File: src/rtl/hsl_pkg.sv
package hsl_pkg;

   // Latch control state; the two gap states hold both outputs low
   typedef enum logic [1:0] {
      LS_RESET    = 2'd0,
      LS_TO_SET   = 2'd1,
      LS_SET      = 2'd2,
      LS_TO_RESET = 2'd3
   } lstate_e;

   typedef struct packed {
      logic contra;
      logic set_early;
      logic rst_early;
   } herr_t;

   localparam int unsigned HERR_W = $bits(herr_t);

endpackage

File: src/rtl/hsl_req_gate.sv
module hsl_req_gate #(
   parameter int HAS_ENABLE     = 1,
   parameter int EN_ACTIVE_HIGH = 1
) (
   input  logic s,
   input  logic r,
   input  logic en,
   output logic set_req,
   output logic rst_req,
   output logic both_req
);

   logic en_act;

   generate
      if (HAS_ENABLE != 0) begin : g_enable
         if (EN_ACTIVE_HIGH != 0) begin : g_high
            assign en_act = en;
         end else begin : g_low
            assign en_act = ~en;
         end
      end else begin : g_no_enable
         logic unused_en;
         assign unused_en = en;
         assign en_act    = 1'b1;
      end
   endgenerate

   assign both_req = s & r;
   assign set_req  = en_act & s & ~r;
   assign rst_req  = en_act & r & ~s;

endmodule

File: src/rtl/hsl_sequencer.sv
module hsl_sequencer
   import hsl_pkg::*;
(
   input  logic clk,
   input  logic rst_n,
   input  logic set_req,
   input  logic rst_req,
   output logic q,
   output logic nq
);

   lstate_e state, state_nx;

   always_comb begin
      state_nx = state;
      unique case (state)
         LS_RESET:    if (set_req) state_nx = LS_TO_SET;
         LS_TO_SET:   state_nx = LS_SET;
         LS_SET:      if (rst_req) state_nx = LS_TO_RESET;
         LS_TO_RESET: state_nx = LS_RESET;
         default:     state_nx = LS_RESET;
      endcase
   end

   always_ff @(posedge clk) begin
      if (!rst_n) begin
         state <= LS_RESET;
         q     <= 1'b0;
         nq    <= 1'b1;
      end else begin
         state <= state_nx;
         q     <= (state_nx == LS_SET);
         nq    <= (state_nx == LS_RESET);
      end
   end

   a_r2_mutex: assert property (@(posedge clk) disable iff (!rst_n)
      !(q && nq));

   a_r3_set_first: assert property (@(posedge clk) disable iff (!rst_n)
      (nq && set_req) |=> (!q && !nq));

   a_r3_set_second: assert property (@(posedge clk) disable iff (!rst_n)
      (nq && set_req) |=> ##1 (q && !nq));

   a_r4_reset_first: assert property (@(posedge clk) disable iff (!rst_n)
      (q && rst_req) |=> (!q && !nq));

   a_r4_reset_second: assert property (@(posedge clk) disable iff (!rst_n)
      (q && rst_req) |=> ##1 (!q && nq));

   a_r9_redundant_set: assert property (@(posedge clk) disable iff (!rst_n)
      (q && set_req) |=> (q && !nq));

   a_r9_redundant_reset: assert property (@(posedge clk) disable iff (!rst_n)
      (nq && rst_req) |=> (nq && !q));

   a_r11_gap_once: assert property (@(posedge clk) disable iff (!rst_n)
      (!q && !nq) |=> (q != nq));

endmodule

File: src/rtl/hsl_monitor.sv
module hsl_monitor
   import hsl_pkg::*;
(
   input  logic  clk,
   input  logic  rst_n,
   input  logic  s,
   input  logic  r,
   input  logic  q,
   input  logic  nq,
   output herr_t err
);

   logic s_d, r_d;
   herr_t hit;

   always_comb begin
      hit.contra    = s & r;
      hit.set_early = s_d & ~s & ~q;
      hit.rst_early = r_d & ~r & ~nq;
   end

   always_ff @(posedge clk) begin
      if (!rst_n) begin
         s_d <= 1'b0;
         r_d <= 1'b0;
         err <= '0;
      end else begin
         s_d <= s;
         r_d <= r;
         err <= err | hit;
      end
   end

   a_r6_contra_flag: assert property (@(posedge clk) disable iff (!rst_n)
      (s && r) |=> err.contra);

   a_r7_set_early: assert property (@(posedge clk) disable iff (!rst_n)
      (s && !q) ##1 (!s && !q) |=> err.set_early);

   a_r8_rst_early: assert property (@(posedge clk) disable iff (!rst_n)
      (r && !nq) ##1 (!r && !nq) |=> err.rst_early);

   a_r10_sticky_contra: assert property (@(posedge clk) disable iff (!rst_n)
      err.contra |=> err.contra);

   a_r10_sticky_set: assert property (@(posedge clk) disable iff (!rst_n)
      err.set_early |=> err.set_early);

   a_r10_sticky_rst: assert property (@(posedge clk) disable iff (!rst_n)
      err.rst_early |=> err.rst_early);

endmodule

File: src/rtl/hs_sr_latch.sv
module hs_sr_latch
   import hsl_pkg::*;
#(
   parameter int HAS_ENABLE     = 1,
   parameter int EN_ACTIVE_HIGH = 1
) (
   input  logic clk,
   input  logic rst_n,
   input  logic s,
   input  logic r,
   input  logic en,
   output logic q,
   output logic nq,
   output logic err_contra,
   output logic err_set_early,
   output logic err_rst_early
);

   generate
      if (HAS_ENABLE != 0 && HAS_ENABLE != 1) begin : g_chk_has_en
         $error("HAS_ENABLE must be 0 or 1");
      end
      if (EN_ACTIVE_HIGH != 0 && EN_ACTIVE_HIGH != 1) begin : g_chk_pol
         $error("EN_ACTIVE_HIGH must be 0 or 1");
      end
   endgenerate

   localparam logic EN_IDLE_LEVEL = (EN_ACTIVE_HIGH != 0) ? 1'b0 : 1'b1;

   logic  set_req, rst_req, both_req;
   herr_t err;

   hsl_req_gate #(
      .HAS_ENABLE     (HAS_ENABLE),
      .EN_ACTIVE_HIGH (EN_ACTIVE_HIGH)
   ) u_gate (
      .s        (s),
      .r        (r),
      .en       (en),
      .set_req  (set_req),
      .rst_req  (rst_req),
      .both_req (both_req)
   );

   hsl_sequencer u_seq (
      .clk     (clk),
      .rst_n   (rst_n),
      .set_req (set_req),
      .rst_req (rst_req),
      .q       (q),
      .nq      (nq)
   );

   hsl_monitor u_mon (
      .clk   (clk),
      .rst_n (rst_n),
      .s     (s),
      .r     (r),
      .q     (q),
      .nq    (nq),
      .err   (err)
   );

   assign err_contra    = err.contra;
   assign err_set_early = err.set_early;
   assign err_rst_early = err.rst_early;

   a_r1_reset_state: assert property (@(posedge clk)
      !rst_n |=> (!q && nq && !err_contra && !err_set_early && !err_rst_early));

   a_r5_enable_hold: assert property (@(posedge clk) disable iff (!rst_n)
      ((HAS_ENABLE != 0) && (en == EN_IDLE_LEVEL) && (q != nq)) |=> $stable({q, nq}));

   a_r6_contra_hold: assert property (@(posedge clk) disable iff (!rst_n)
      (both_req && (q != nq)) |=> $stable({q, nq}));

endmodule

File: config.mk
export PLATFORM = sky130hd
export DESIGN_NAME = hs_sr_latch
export DESIGN_NICKNAME = d
export VERILOG_FILES = /design/src/rtl/hsl_pkg.sv /design/src/rtl/hsl_req_gate.sv /design/src/rtl/hsl_sequencer.sv /design/src/rtl/hsl_monitor.sv /design/src/rtl/hs_sr_latch.sv
export SDC_FILE = /design/constraint.sdc
export NUM_CORES = 1
export LEC_CHECK = 0
export ABC_CLOCK_PERIOD_IN_PS = 2000
export CAP_MARGIN = 20
export CORE_AREA = 5 5 42 44
export CTS_BUF_LIST = sky130_fd_sc_hd__clkbuf_16
export DETAILED_ROUTE_END_ITERATION = 10
export DIE_AREA = 0 0 47 49
export GPL_ROUTABILITY_DRIVEN = 0
export HOLD_SLACK_MARGIN = 0.03
export PLACE_DENSITY = 0.51
export SYNTH_ARGS = -nofsm -noshare
export SYNTH_HDL_FRONTEND = slang
export SYNTH_HIERARCHICAL = 1
export SYNTH_SLANG_ARGS = --single-unit
File: constraint.sdc
create_clock -name clk -period 2 [get_ports clk]
set_clock_uncertainty 0.2 [all_clocks]
set_input_delay 0.5 -clock clk [delete_from_list [all_inputs] [get_ports clk]]
set_output_delay 0.5 -clock clk [all_outputs]
set_load 0.01 [all_outputs]
Word-level counts from Yosys, hierarchy flattened
Cells that the tools add are included.
Word-level totals
  register bits after elaboration: 9
  input port bits: 5
  output and inout bits: 5
  word-level logic and storage cells: 31
Operators by class
  equality and inequality tests: 4
  multiplexer cells: 3
  bitwise gates (word level): 14
  reduce and logical (&&, ||, !) cells: 2
Operators by type and width (number)
  $and A1 B1 Y1: 9
  $pmux W2 S4: 1
  $eq A2 B2 Y1 const B: 3
  $logic_not A2 Y1: 2
  $mux W2: 2
  $not A1 Y1: 4
  $or A3 B3 Y3: 1
  $eq A2 B1 Y1 const B: 1

Depth between registers and ports, before layout
Gate-level depths: netlist of run 1.
  word-level depth: 5
  gate-level depth with buffers: 4
  gate-level depth less buffers: 4

Hierarchy
Netlist of run 1, hierarchy kept.
By module, submodules not included
  hsl_sequencer: times used 1, cells an instance 16, area each 187.7 sq um, seq. area each 80.1 sq um
  hsl_monitor: times used 1, cells an instance 13, area each 165.2 sq um, seq. area each 100.1 sq um
  hsl_req_gate: times used 1, cells an instance 3, area each 25.0 sq um, seq. area each 0.0 sq um

Least setup slack after synthesis of run 1
Ideal clock, no wire load.
  kind: register -> register
  start: register u_seq.state[0]
  end: register u_seq.state[0]
  library setup time: 0.119 ns
  data arrival time: 1.169 ns
  data required time: 1.681 ns
  setup slack: 0.512 ns
  cell stages (with the launch flop): 5
  path buffers: 0
  period minus slack after synthesis: 1.488 ns
  cell sequence: dfxtp_1 inv_1 ha_1 mux2_4 o221a_1
On the way
  word-level cells in the longest chain between the ends: 2
  elaborated cells on any way between the ends: 7
  those cells by class: eq/ne (3); mux (3); reduce/logical (1)
Ends and longest elaborated chain
  start: declaration: RTL line hsl_sequencer.sv:12  | lstate_e state, state_nx;
  start signal: assignment: RTL line hsl_sequencer.sv:31  | state <= state_nx;
  $eq A2 B2 Y1, or another cell as far along: RTL line hsl_sequencer.sv:16  | unique case (state)
  $pmux W2 S4 *: RTL line hsl_sequencer.sv:16
Mark *: on every way between the ends. The rest lies on a longest branch, timed or not.
A chain may end at the register's enable or synchronous reset.

Final worst setup path of run 1
  start: input port s
  end: register u_seq.state[0]
On the way
  word-level cells in the longest chain between the ends: 4
  elaborated cells on any way between the ends: 7
  those cells by class: mux (3); bitwise (4)
Ends and longest elaborated chain
  start: declaration: RTL line hs_sr_latch.sv:9  | input logic s,
  $not A1 Y1: RTL line hsl_req_gate.sv:31  | assign rst_req = en_act & r & ~s;
  $and A1 B1 Y1: RTL line hsl_req_gate.sv:31
  net rst_req: RTL line hs_sr_latch.sv:30  | logic set_req, rst_req, both_req;
  $mux W2: RTL line hsl_sequencer.sv:19  | LS_SET: if (rst_req) state_nx = LS_TO_RESET;
  $pmux W2 S4: RTL line hsl_sequencer.sv:16
The timed path passes the listed nets, and every way through them passes these cells.

==> results of run 1 <==
## power breakdown
| part | total (mW) | internal [mW] | switching (mW) | leakage (nW) |
|---|---|---|---|---|
| registers | 0.205 | 0.196 | 0.00889 | 0.0740 |
| logic | 0.0859 | 0.0495 | 0.0364 | 0.117 |
| clock network | 0.346 | 0.261 | 0.0848 | 0.0423 |
## critical path: cells and delay by family
kind / cells / cell delay, ns
compound gates: 1 / 0.24
buf+inv: 1 / 0.52
mux: 1 / 0.29
simple gates: 1 / 0.20
## state kept, by name (all words and copies together), names as in the netlist
register / count
u_mon/err: 3
u_seq/state: 2
u_seq/q: 1
u_seq/nq: 1
u_mon/r_d: 1
u_mon/s_d: 1
## how the worst max path moves through the flow
stage,start,endpoint,slack (ns),cells after the start
2_1_floorplan,u_seq/state[0],u_seq/state[0],0.51,4
3_3_place_gp,s,u_seq/state[0],-0.03,4
3_5_place_dp,s,u_seq/state[0],-0.06,4
4_1_cts,u_seq/nq,nq,0.17,1
5_1_grt,u_seq/nq,nq,0.14,1
6_report,s,u_seq/state[0],0.18,4
## cell type report
class / instances / area, um2 / area share, %
Timing Repair Buffer: 11 / 105 / 18.3
Inverter: 2 / 7.51 / 1.31
Sequential cell: 9 / 180 / 31.4
Multi-Input combinational cell: 20 / 183 / 31.8
Clock buffer: 3 / 75.1 / 13.1
Clock inverter: 1 / 3.75 / 0.654
Tap cell: 16 / 20.0 / 3.49
## layout by cell type (no fill, tap or decap), drive strengths merged, types with 2 or more instances in the layout
| master | n |
|---|---|
| and3b | 2 |
| nor3b | 2 |
| dfxtp | 9 |
| clkbuf | 3 |
| clkdlybuf4s50 | 9 |
| o21a | 2 |
| and2 | 3 |
| ha | 2 |
| inv | 3 |
| buf | 2 |
## per-layer routing
layer  GRT usage, %  share of wire [%]  vias up
li1               -                  -      140
met3           4.06                6.3        4
met5              0                  0        -
met2           12.9                 49        9
met4           9.22                6.0        0
met1           8.65                 38      136
## metrics by stage
stage	area (um2)	util, %
3_3_place_gp	495	35.4
5_1_grt	574	41.0
3_5_place_dp	495	35.4
2_1_floorplan	370	-
4_1_cts	574	41.0
6_report	574	41.0
==> results by group, run 1 <==
Run status
  • Status: finished, final reports clean

Hold path
  • Hold Path End: u_mon/err[0]
  • Start point of the worst hold path: u_mon/err[0]
  • Worst hold path type: flip-flop to flip-flop
  • Hold path depth: 1

Timing
  • Worst Tran Pin Value: 0.300 ns
  • Number of hold violations in the final report: 0
  • Upper clock frequency limit: 548 MHz
  • Fin. max-slew vios: 0
  • Final period demand of the worst path: 1.82 ns
  • Unrepaired setup endpoints after global routing: false
  • Total Neg Setup Slack: 0 ns
  • Final number of setup-violating endpoints: 0
  • Hold Worst Slack: 0.271 ns
  • Final worst slack: 0.175 ns
  • Worst-case headroom to the max-slew limit: 79.9%
  • Share of the clock period used by the worst path: 91.2%

CTS
  • Cell at the root of the clock tree: clkbuf_16
  • CTS-repair resized insts: 0
  • Clock latency on the worst-skew pair: 0.23 ns
  • TritonCTS clock tree: done
  • Hold buffer count at CTS: 0
  • Number of post-CTS setup repair buffers: 0
  • TritonCTS buffer count: 3
  • Clk sinks: 9
  • Max Buffers Root-to-Sink: 2
  • H-tree depth: 1
  • Clk slew on worst S/H paths: 0.04 ns

Setup path
  • Cells along the critical path: clkdlybuf4s50_1, and3b_1, mux2_4, o221a_1
  • Slowest stage cell, crit path: clkdlybuf4s50_1
  • Critical path launch point type: input port
  • Required time at the worst-slack endpoint: 1.92 ns
  • Path depth of the worst reg2reg path: 4
  • Category of the critical setup timing path: input port to flip-flop
  • Max Fanout on Critical Path: 4
  • CP max stage delay: 0.52 ns
  • Register-to-register setup slack: 0.40 ns
  • CP endpoint kind: flip-flop
  • Crit path DAT: 1.74 ns
  • Origin of the critical flop-to-flop path: u_seq/state[0]
  • Endpoint of the lowest-slack register-to-register path: u_seq/state[0]

Routing
  • DRC errors left: 0
  • Vias: 289
  • Routed wire length per instance: 12.4 um
  • ANT nets after route: 0
  • Iteration count of the initial detailed-routing pass: 2
  • Vias per std cell: 4.66
  • Number of violations reported at the end of detailed-routing iteration 0: 2
  • Total routed wirelength: 768 um

Placed design
  • Place WS: -0.0583 ns
  • Cell count after placement: 58
  • Port bufs: 9
  • Detail Placement HPWL: 593 um

Floorplanning
  • Die Ht: 49 um
  • Top-Level Pins: 10
  • Placeable core area: 0.00140 mm2
  • Initial core utilization: 26.4%
  • DIE AREA: 0.00230 mm2
  • Chip width: 47 um
  • FP Rows: 14

Logic synthesis
  • Warning count from the yosys run: 6
  • Syn Inst Count: 31
  • Average cell area after synthesis: 11.9 um2
  • Post-Syn Nets: 38
  • Post-synthesis instance area: 370 um2

Power and ir drop
  • Power density over the cells: 1110 mW/mm2
  • Final Power: 0.636 mW
  • Peak supply drop: 0.000662 V
  • Leakage Power: 0.233 nW

Global routing
  • Number of global-route vias before repair: 364
  • GRT Util Overall: 8.97%
  • Antenna violations before repair: 0
  • Largest net degree at the start of global routing: 10
  • GR Overflow Total: 0
  • Global-route wire length before repair: 1430 um

Final layout
  • Growth of design area from synthesis to finish: 55.1%
  • Number of antenna diodes: 0
  • Final Net Count: 54
  • Fill cells: 145
  • Number of standard cells in the final layout excluding fillers: 62
  • Share of cells above drive strength 1: 21.7%

Flow run
  • Number of max-cap violations: 0
Power figures use the tool's default switching activity.
==> run 2, diff against run 1 <==
- SLEW_MARGIN: unset -> 30
- TNS_END_PERCENT: unset -> 1
==> results of run 2 <==
No change in the layout: final DEF, timing and power equal those of run 1.
